--- config.mk ---
export PLATFORM = sky130hd
export DESIGN_NAME = black_clamp_ctrl
export DESIGN_NICKNAME = d
export VERILOG_FILES = /design/src/rtl/bclamp_pkg.sv /design/src/rtl/bclamp_win_track.sv /design/src/rtl/bclamp_err_acc.sv /design/src/rtl/bclamp_rate_gate.sv /design/src/rtl/bclamp_corr_reg.sv /design/src/rtl/black_clamp_ctrl.sv
export SDC_FILE = /design/constraint.sdc
export NUM_CORES = 1
export LEC_CHECK = 0
export BUFFER_PORTS_ARGS = -buffer_cell sky130_fd_sc_hd__buf_4
export CELL_PAD_IN_SITES_DETAIL_PLACEMENT = 0
export CELL_PAD_IN_SITES_GLOBAL_PLACEMENT = 1
export CORE_ASPECT_RATIO = 1.25
export CORE_UTILIZATION = 46
export CTS_CLUSTER_SIZE = 10
export DETAILED_ROUTE_END_ITERATION = 8
export PLACE_DENSITY_LB_ADDON = 0.1
export SLEW_MARGIN = 10
export SYNTH_ARGS = -nofsm -noshare
export SYNTH_HDL_FRONTEND = slang
export SYNTH_SLANG_ARGS = --single-unit
--- constraint.sdc ---
create_clock -name clk_i -period 4.85 [get_ports clk_i]
set_clock_uncertainty 0.2 [all_clocks]
set_input_delay 1.455 -clock clk_i [delete_from_list [all_inputs] [get_ports clk_i]]
set_output_delay 1.455 -clock clk_i [all_outputs]
set_load 0.05 [all_outputs]
--- src/rtl/bclamp_pkg.sv ---
package bclamp_pkg;
  typedef struct packed {
    logic open;
    logic close;
    logic active;
  } win_evt_t;
endpackage

--- src/rtl/bclamp_win_track.sv ---
module bclamp_win_track
  import bclamp_pkg::*;
(
  input  logic     clk_i,
  input  logic     rst_ni,
  input  logic     window_i,
  output win_evt_t evt_o
);
  logic win_q;

  always_ff @(posedge clk_i or negedge rst_ni) begin
    if (!rst_ni) win_q <= 1'b0;
    else         win_q <= window_i;
  end

  always_comb begin
    evt_o.open   = window_i & ~win_q;
    evt_o.close  = ~window_i & win_q;
    evt_o.active = window_i;
  end
endmodule

--- src/rtl/bclamp_err_acc.sv ---
module bclamp_err_acc
  import bclamp_pkg::*;
#(
  parameter int SAMPLE_W = 10,
  parameter int ACC_W    = 17
) (
  input  logic                    clk_i,
  input  logic                    rst_ni,
  input  win_evt_t                evt_i,
  input  logic [SAMPLE_W-1:0]     sample_i,
  input  logic [SAMPLE_W-1:0]     ref_i,
  output logic signed [ACC_W-1:0] acc_o
);
  localparam int ERR_W = SAMPLE_W + 1;
  localparam logic signed [ACC_W:0] ACC_HI = $signed({2'b00, {(ACC_W-1){1'b1}}});
  localparam logic signed [ACC_W:0] ACC_LO = $signed({2'b11, {(ACC_W-1){1'b0}}});

  logic signed [ERR_W-1:0] err;
  logic signed [ACC_W:0]   err_x, base_x, sum;
  logic signed [ACC_W-1:0] acc_q, acc_d;

  always_comb begin
    err    = $signed({1'b0, ref_i}) - $signed({1'b0, sample_i});
    err_x  = {{(ACC_W+1-ERR_W){err[ERR_W-1]}}, err};
    base_x = evt_i.open ? '0 : {acc_q[ACC_W-1], acc_q};
    sum    = base_x + err_x;
    if (sum > ACC_HI)      acc_d = ACC_HI[ACC_W-1:0];
    else if (sum < ACC_LO) acc_d = ACC_LO[ACC_W-1:0];
    else                   acc_d = sum[ACC_W-1:0];
  end

  always_ff @(posedge clk_i or negedge rst_ni) begin
    if (!rst_ni)           acc_q <= '0;
    else if (evt_i.active) acc_q <= acc_d;
  end

  assign acc_o = acc_q;
endmodule

--- src/rtl/bclamp_rate_gate.sv ---
module bclamp_rate_gate
  import bclamp_pkg::*;
#(
  parameter int RATE_W = 4
) (
  input  logic              clk_i,
  input  logic              rst_ni,
  input  win_evt_t          evt_i,
  input  logic              en_i,
  input  logic [RATE_W-1:0] rate_i,
  output logic              apply_o
);
  logic [RATE_W-1:0] cnt_q, last_idx;
  logic              hit, step;

  always_comb begin
    last_idx = (rate_i == '0) ? '0 : rate_i - 1'b1;
    hit      = cnt_q >= last_idx;
    step     = evt_i.close & en_i;
    apply_o  = step & hit;
  end

  always_ff @(posedge clk_i or negedge rst_ni) begin
    if (!rst_ni)   cnt_q <= '0;
    else if (step) cnt_q <= hit ? '0 : cnt_q + 1'b1;
  end
endmodule

--- src/rtl/bclamp_corr_reg.sv ---
module bclamp_corr_reg #(
  parameter int ACC_W   = 17,
  parameter int DAC_W   = 8,
  parameter int SHIFT_W = 4
) (
  input  logic                    clk_i,
  input  logic                    rst_ni,
  input  logic                    apply_i,
  input  logic signed [ACC_W-1:0] acc_i,
  input  logic [SHIFT_W-1:0]      shift_i,
  output logic [DAC_W-1:0]        corr_o
);
  localparam logic [DAC_W-1:0]      CORR_MID = DAC_W'(1) << (DAC_W-1);
  localparam logic signed [ACC_W:0] CODE_HI  = $signed({{(ACC_W+1-DAC_W){1'b0}}, {DAC_W{1'b1}}});

  logic signed [ACC_W-1:0] delta;
  logic signed [ACC_W:0]   sum;
  logic [DAC_W-1:0]        corr_q, corr_d;

  always_comb begin
    delta = acc_i >>> shift_i;
    sum   = $signed({{(ACC_W+1-DAC_W){1'b0}}, corr_q}) + {delta[ACC_W-1], delta};
    if (sum < 0)            corr_d = '0;
    else if (sum > CODE_HI) corr_d = '1;
    else                    corr_d = sum[DAC_W-1:0];
  end

  always_ff @(posedge clk_i or negedge rst_ni) begin
    if (!rst_ni)      corr_q <= CORR_MID;
    else if (apply_i) corr_q <= corr_d;
  end

  assign corr_o = corr_q;
endmodule

--- src/rtl/black_clamp_ctrl.sv ---
module black_clamp_ctrl
  import bclamp_pkg::*;
#(
  parameter int SAMPLE_W  = 10,
  parameter int LEVEL_W   = 8,
  parameter int LEVEL_MAX = 64,
  parameter int DAC_W     = 8,
  parameter int WIN_W     = 6,
  parameter int RATE_W    = 4,
  parameter int SHIFT_W   = 4
) (
  input  logic                clk_i,
  input  logic                rst_ni,
  input  logic [SAMPLE_W-1:0] sample_i,
  input  logic                window_i,
  input  logic [LEVEL_W-1:0]  level_i,
  input  logic                en_i,
  input  logic [RATE_W-1:0]   rate_i,
  input  logic [SHIFT_W-1:0]  shift_i,
  output logic [DAC_W-1:0]    dac_o
);
  localparam int               ACC_W   = SAMPLE_W + 1 + WIN_W;
  localparam logic [DAC_W-1:0] DAC_MID = DAC_W'(1) << (DAC_W-1);

  win_evt_t                evt;
  logic [LEVEL_W-1:0]      lvl_ref;
  logic signed [ACC_W-1:0] acc;
  logic                    apply;
  logic [DAC_W-1:0]        corr, dac_q;

  if (LEVEL_MAX >= (1 << LEVEL_W) - 1) begin : g_lvl_full
    assign lvl_ref = level_i;
  end else begin : g_lvl_limit
    assign lvl_ref = (level_i > LEVEL_W'(LEVEL_MAX)) ? LEVEL_W'(LEVEL_MAX) : level_i;
  end

  bclamp_win_track u_win (
    .clk_i   (clk_i),
    .rst_ni  (rst_ni),
    .window_i(window_i),
    .evt_o   (evt)
  );

  bclamp_err_acc #(.SAMPLE_W(SAMPLE_W), .ACC_W(ACC_W)) u_acc (
    .clk_i   (clk_i),
    .rst_ni  (rst_ni),
    .evt_i   (evt),
    .sample_i(sample_i),
    .ref_i   (SAMPLE_W'(lvl_ref)),
    .acc_o   (acc)
  );

  bclamp_rate_gate #(.RATE_W(RATE_W)) u_rate (
    .clk_i  (clk_i),
    .rst_ni (rst_ni),
    .evt_i  (evt),
    .en_i   (en_i),
    .rate_i (rate_i),
    .apply_o(apply)
  );

  bclamp_corr_reg #(.ACC_W(ACC_W), .DAC_W(DAC_W), .SHIFT_W(SHIFT_W)) u_corr (
    .clk_i  (clk_i),
    .rst_ni (rst_ni),
    .apply_i(apply),
    .acc_i  (acc),
    .shift_i(shift_i),
    .corr_o (corr)
  );

  // DAC never moves while black pixels are measured
  always_ff @(posedge clk_i or negedge rst_ni) begin
    if (!rst_ni)          dac_q <= DAC_MID;
    else if (!evt.active) dac_q <= en_i ? corr : DAC_W'(lvl_ref);
  end

  assign dac_o = dac_q;
endmodule

# Word-level counts from Yosys, hierarchy flattened
# Cells that the tools add are included.
[op_classes]
bitwise_logic = 6
shifts = 1
mux = 9
n_reduce_logical = 1
addsub = 5
n_lt_le_gt_ge = 6
[ops]
columns = ["operator", "count"]
rows = [
  ["$mux W17", 2],
  ["$mux W8", 4],
  ["$add A18 B11 Y18", 1],
  ["$add A9 B17 Y18", 1],
  ["$gt A18 B17 Y1 const B", 1],
  ["$gt A18 B9 Y1 const B", 1],
  ["$lt A18 B1 Y1 const B", 1],
  ["$lt A18 B17 Y1 const B", 1],
  ["$mux W18", 1],
  ["$sshr A17 B4 Y17", 1],
  ["$sub A8 B10 Y11", 1],
  ["$gt A8 B7 Y1 const B", 1],
  ["$mux W4", 2],
  ["$add A4 B1 Y4 const B", 1],
  ["$and A1 B1 Y1", 4],
  ["$ge A4 B4 Y1", 1],
  ["$logic_not A4 Y1", 1],
  ["$sub A4 B1 Y4 const B", 1],
  ["$not A1 Y1", 2],
]
[word_totals]
input_bits = 30
regBits = 38
output_inout_bits = 8
wordCells = 33

# Logic depth before layout (Yosys ltp)
[logic_depth]
ltp_word = 7
ltp_mapped = 23
ltp_nobuf = 22

# Modules after synthesis
# A second synthesis with hierarchy kept.
[unflattened]
cells_unflattened = 592
area_unflattened_um2 = 5044.8
[by_module_without_submodules]
columns = ["module", "area_each_um2", "seq_area_each_um2", "cells_per_inst", "instances"]
rows = [
  ["bclamp_err_acc", 2379.8, 425.4, 289, 1],
  ["bclamp_corr_reg", 1809.2, 201.4, 211, 1],
  ["black_clamp_ctrl", 470.5, 201.4, 50, 1],
  ["bclamp_rate_gate", 337.8, 100.1, 38, 1],
  ["bclamp_win_track", 47.5, 25.0, 4, 1],
]

# Worst setup path before layout
# No wires, ideal clock.
[synth_timing]
path_type = "input port to flip-flop"
start = "input level_i[7]"
end = "register u_acc.acc_q[4], in the netlist u_acc.acc_o[4]"
t_arrival_ps = 5536
path_slack_ps = -1011
path_stages = 20
t_required_ps = 4525
setup_ps = 125
n_path_buf = 0
path_cell_list = "nor2_1 and2_1 ha_1 nor2b_1 o21ai_0 a21boi_0 o21ai_0 a21boi_0 o21ai_0 a211oi_1 xnor2_1 ha_1 and3_1 and3_1 a2111oi_0 o31ai_1 nand3_1 nand3_1 maj3_1 mux2_2"
[synth_between]
elab_chain_cells = 7
word_cells_on_any_way = 8
classes_between = "2 x add/sub; 3 x order compare; 3 x mux"
[synth_rtl]
columns = ["item", "line", "source"]
rows = [
  ["start: declaration", "black_clamp_ctrl.sv:16", "input logic [LEVEL_W-1:0] level_i,"],
  ["$gt A8 B7 Y1", "black_clamp_ctrl.sv:34", "assign lvl_ref = (level_i > LEVEL_W'(LEVEL_MAX)) ? LEVEL_W'(LEVEL_MAX) : level_i;"],
  ["$mux W8 *", "black_clamp_ctrl.sv:34", ""],
  ["$sub A8 B10 Y11 *", "bclamp_err_acc.sv:23", "err = $signed({1'b0, ref_i}) - $signed({1'b0, sample_i});"],
  ["$add A18 B11 Y18 *", "bclamp_err_acc.sv:26", "sum = base_x + err_x;"],
  ["$lt A18 B17 Y1", "bclamp_err_acc.sv:28", "else if (sum < ACC_LO) acc_d = ACC_LO[ACC_W-1:0];"],
  ["$mux W17", "bclamp_err_acc.sv:28", ""],
  ["$mux W17 *", "bclamp_err_acc.sv:27", "if (sum > ACC_HI) acc_d = ACC_HI[ACC_W-1:0];"],
  ["end signal: assignment", "bclamp_err_acc.sv:33", "if (!rst_ni) acc_q <= '0;"],
  ["end signal: assignment", "bclamp_err_acc.sv:34", "else if (evt_i.active) acc_q <= acc_d;"],
  ["end: declaration", "bclamp_err_acc.sv:20", "logic signed [ACC_W-1:0] acc_q, acc_d;"],
]
# Mark *: on every way between the ends. The rest lies on a longest branch, timed or not.
# A chain may end at the register's enable or synchronous reset.

# Final worst setup path
[layout_timing]
start = "input level_i[6]"
end = "register u_acc.acc_q[4], in the netlist u_acc.acc_o[4]"
# Same word-level chain as after synthesis.

==> metrics.txt <==
# TYPE chip_impl_metric gauge
chip_impl_info{name="run_status",value="finished with violations"} 1
chip_impl_info{name="failing_checks",value="negative setup slack"} 1
chip_impl_metric{name="gr_usage_total",unit="%"} 25.1
chip_impl_metric{name="layout_worst_path_cycle_share",unit="%"} 109
chip_impl_metric{name="critical_path_max_stage_delay",unit="ns"} 0.44
chip_impl_metric{name="clk_transition_reported_paths",unit="ns"} 0.06
chip_impl_metric{name="met3_wirelength",unit="um"} 233
chip_impl_info{name="mostFrequentLayoutCell",value="sky130_fd_sc_hd__buf_4"} 1
chip_impl_metric{name="detail_route_met2_wl",unit="mm"} 6.80
chip_impl_metric{name="postLayoutSetupSlackWorst",unit="ns"} -0.415
chip_impl_info{name="grt_setup_unrepaired",value="true"} 1
chip_impl_metric{name="grt.overflow.total",unit=""} 0
chip_impl_info{name="clock_tree.root_cell",value="sky130_fd_sc_hd__clkbuf_16"} 1
chip_impl_metric{name="fin_crit",unit="ns"} 5.26
chip_impl_metric{name="avgSynthCellArea",unit="um2"} 8.16
chip_impl_metric{name="syn_inst",unit=""} 558
chip_impl_metric{name="dpl-instance-area",unit="mm2"} 0.00581
chip_impl_metric{name="cts.path.max_buffers",unit=""} 2
chip_impl_metric{name="cap_viol_max_count",unit=""} 0
chip_impl_metric{name="detail_route.vias_per_cell",unit=""} 5.55
chip_impl_metric{name="ant_nets",unit=""} 0
chip_impl_metric{name="worst_hold_slack",unit="ns"} 0.288
chip_impl_metric{name="place_hpwl",unit="mm"} 9.69
chip_impl_metric{name="drc",unit=""} 0
chip_impl_info{name="top_signal_layer_used",value="met4"} 1
chip_impl_info{name="yosys_most_used_dff",value="sky130_fd_sc_hd__dfrtp_1"} 1
chip_impl_metric{name="syn_to_final_growth",unit="%"} 41.2
chip_impl_metric{name="floorplan.core_area",unit="mm2"} 0.00961
chip_impl_metric{name="layout-drive-gt1-share",unit="%"} 38.0
chip_impl_info{name="crit_chain",value="buf_6 -> nor2_4 -> and2_4 -> ha_4 -> nor2b_4 -> o21ai_2 -> a21boi_2 -> buf_4 -> buf_4 -> buf_4 -> buf_4 -> buf_4 -> nor2_1 -> ha_1 -> o21a_1 -> o31a_1 -> a2111oi_4 -> o31ai_2 -> nand3_1 -> nand3_4 -> maj3_2 -> mux2_4"} 1
chip_impl_metric{name="synthesis.nets",unit=""} 629
chip_impl_info{name="criticalPathCategory",value="input port to register"} 1
chip_impl_metric{name="multiInputGateArea",unit="mm2"} 0.00373
chip_impl_metric{name="yosysSeqAreaShare",unit="%"} 20.9
chip_impl_metric{name="transition_time_at_the_pin_with_the_least_slew_margin",unit="ns"} 0.596
chip_impl_metric{name="htree_levels",unit=""} 2
chip_impl_metric{name="setup_total_negative_slack",unit="ns"} -5.83
chip_impl_metric{name="route.detailed.wl_per_inst",unit="um"} 15.3
chip_impl_metric{name="largest_fanout_of_any_net_on_the_critical_path",unit=""} 6
chip_impl_metric{name="synth_cell_type_count",unit=""} 66
chip_impl_metric{name="max-slew-margin-rel",unit="%"} 60.1
chip_impl_metric{name="final.fill_count",unit=""} 849
chip_impl_metric{name="first_pass_iters",unit=""} 6
chip_impl_metric{name="number_of_antenna_violations_at_the_first_check_in_global_routing",unit=""} 0
chip_impl_metric{name="cts_sinks",unit=""} 38
chip_impl_metric{name="synth_warnings",unit=""} 0
chip_impl_metric{name="post-route-cell-area",unit="mm2"} 0.00643
chip_impl_metric{name="synth-edff-count",unit=""} 0
chip_impl_info{name="critPathSlowestCell",value="sky130_fd_sc_hd__a2111oi_4"} 1
chip_impl_metric{name="start_util",unit="%"} 47.4
chip_impl_info{name="critical_path.endpoint_type",value="register"} 1
chip_impl_metric{name="fp-row-count",unit=""} 40
chip_impl_metric{name="timing.final.hold_violations",unit=""} 0
chip_impl_metric{name="maximum_number_of_pins_on_one_net_before_global_route_repair",unit=""} 49
chip_impl_metric{name="synth-seq-cells",unit=""} 38
chip_impl_metric{name="clock.fmax",unit="MHz"} 190
chip_impl_info{name="cp-start-kind",value="input port"} 1
chip_impl_metric{name="via_count_of_the_first_global_routing_pass",unit=""} 4548
chip_impl_metric{name="synthArstFlopShare",unit="%"} 100
chip_impl_metric{name="finish.net_count",unit=""} 773
chip_impl_metric{name="cts_inserted_buffers",unit=""} 5
chip_impl_metric{name="wl",unit="mm"} 12.7
chip_impl_info{name="hp-class",value="register to register"} 1
chip_impl_metric{name="design.die.area",unit="mm2"} 0.0103
chip_impl_metric{name="port_buffers",unit=""} 37
chip_impl_metric{name="grt_first_pass_wirelength",unit="mm"} 20.9
chip_impl_metric{name="die_height",unit="um"} 113
chip_impl_metric{name="route.vias.total",unit=""} 4602
chip_impl_metric{name="drt-initial-drc-count",unit=""} 163
chip_impl_info{name="mostFrequentLayoutCells",value="153 x sky130_fd_sc_hd__buf_4, 43 x sky130_fd_sc_hd__nand2_1, 40 x sky130_fd_sc_hd__nor2_1"} 1
chip_impl_metric{name="die_w",unit="um"} 91.0
chip_impl_info{name="cts_tree",value="built"} 1
chip_impl_metric{name="peakVddDrop",unit="mV"} 0.387
chip_impl_metric{name="syn_area",unit="mm2"} 0.00455
chip_impl_metric{name="worst_ep_required_time",unit="ns"} 4.82
chip_impl_metric{name="pwr_density_cell",unit="mW/mm2"} 644
chip_impl_metric{name="design.portCount",unit=""} 38
chip_impl_metric{name="maxSlewViolCount",unit=""} 0
chip_impl_metric{name="p_leak",unit="nW"} 2.93
chip_impl_metric{name="seqCellArea",unit="um2"} 953
chip_impl_metric{name="clk-insertion-delay-late",unit="ns"} 0.29
chip_impl_metric{name="gpl.final_weighted_congestion",unit=""} 0.850
chip_impl_metric{name="count_of_inserted_antenna_diode_cells",unit=""} 0
chip_impl_info{name="critPathMostFrequentCell",value="sky130_fd_sc_hd__buf_4"} 1
chip_impl_metric{name="finalSetupViolCount",unit=""} 17
chip_impl_metric{name="metal_1_wl",unit="mm"} 5.41
chip_impl_metric{name="timing.critical_path.arrival",unit="ns"} 5.23
==> worst max-delay path, delay by kind of cell <==
family | cells | cell delay, ns
adder cells (fa/ha/maj) | 3 | 0.81
multiplexers | 1 | 0.25
AO/OA/AOI/OAI | 6 | 1.14
AND/OR/NAND/NOR | 6 | 0.83
buffers and inverters | 6 | 0.72
==> metrics by stage <==
stage	setup slack, ns	total power [mW]	util [%]	std cells
floorplan	-0.371	2.45	-	558
global placement	-0.710	3.31	60.5	797
detailed placement	-0.879	3.37	60.5	797
CTS	-0.366	3.88	64.5	820
global route	-0.571	4.48	66.9	829
finish	-0.415	4.14	66.9	829
==> Yosys cell counts, drive strengths merged (14+ instances only) <==
cell	count	area share [%]
xnor2	16	3.1
clkbuf	16	1.3
ha	38	10
dfrtp	36	20
and2	23	3.2
nor2	42	3.5
xor2	14	2.7
o22ai	15	2.1
nand2	46	3.8
inv	38	3.1
mux2i	21	4.8
a21oi	44	4.8
o21ai	48	5.3
==> kinds of logic (layout without fill, tap and decap cells) <==
kind of cell / after synthesis / after routing / synth area share [%]
AOI/OAI and AO/OA: 170 / 170 / 24.0
and+or+nand+nor: 169 / 169 / 18.3
buffers and inverters: 64 / 209 / 5.69
adders and majority gates: 44 / 44 / 12.4
muxes: 42 / 42 / 12.8
DFF: 38 / 38 / 20.9
xor gates and xnor gates: 30 / 30 / 5.77
other: 1 / 1 / 0.0824
==> sequential cells by signal, indices dropped and copies added (netlist names) <==
signal	count
u_rate.cnt_q	4
u_corr.corr_o	8
u_acc.acc_o	17
dac_o	8
u_win.win_q	1
==> layout make-up <==
| cell class | instances | area share [%] |
|---|---|---|
| inverter | 38 | 2.22 |
| sequential | 38 | 14.8 |
| multi-input combinational | 456 | 58.1 |
| timing repair buffer | 163 | 19.8 |
| tap | 126 | 2.45 |
| clock buffer | 5 | 1.95 |
| clock inverter | 3 | 0.701 |
==> final timing paths <==
check	slack (ns)	cells past startpoint	to	start
setup / recovery	-0.41	22	u_acc.acc_o[4]	level_i[6]
hold / removal	0.29	2	dac_o[2]	dac_o[2]
setup reg to reg	1.01	14	u_corr.corr_o[2]	u_acc.acc_o[15]
hold reg to reg	0.29	2	dac_o[2]	dac_o[2]
max in group asynchronous	3.16	1	u_corr.corr_o[7]	rst_ni
min in group asynchronous	0.92	1	dac_o[3]	rst_ni
==> timing repair <==
item	4_1_cts	5_1_grt
pin swaps	10	20
resized for setup	23	38
hold buffers	0	0
hold endpoints to repair	0	0
setup endpoints to repair	25	25
gates cloned	1	0
setup buffers	14	10
==> where the power goes <==
group,total [mW],switching (mW),internal [mW]
logic,3.11,1.50,1.61
registers,0.647,0.183,0.465
clock network,0.379,0.137,0.242
==> routing by layer <==
layer / vias up / global-route usage, %
li1: 2316 / -
met1: 2192 / 29.4
met2: 76 / 47.8
met3: 18 / 2.15
met4: 0 / 8.36
met5: - / 0
No activity file was read; power rests on OpenSTA's default activity.
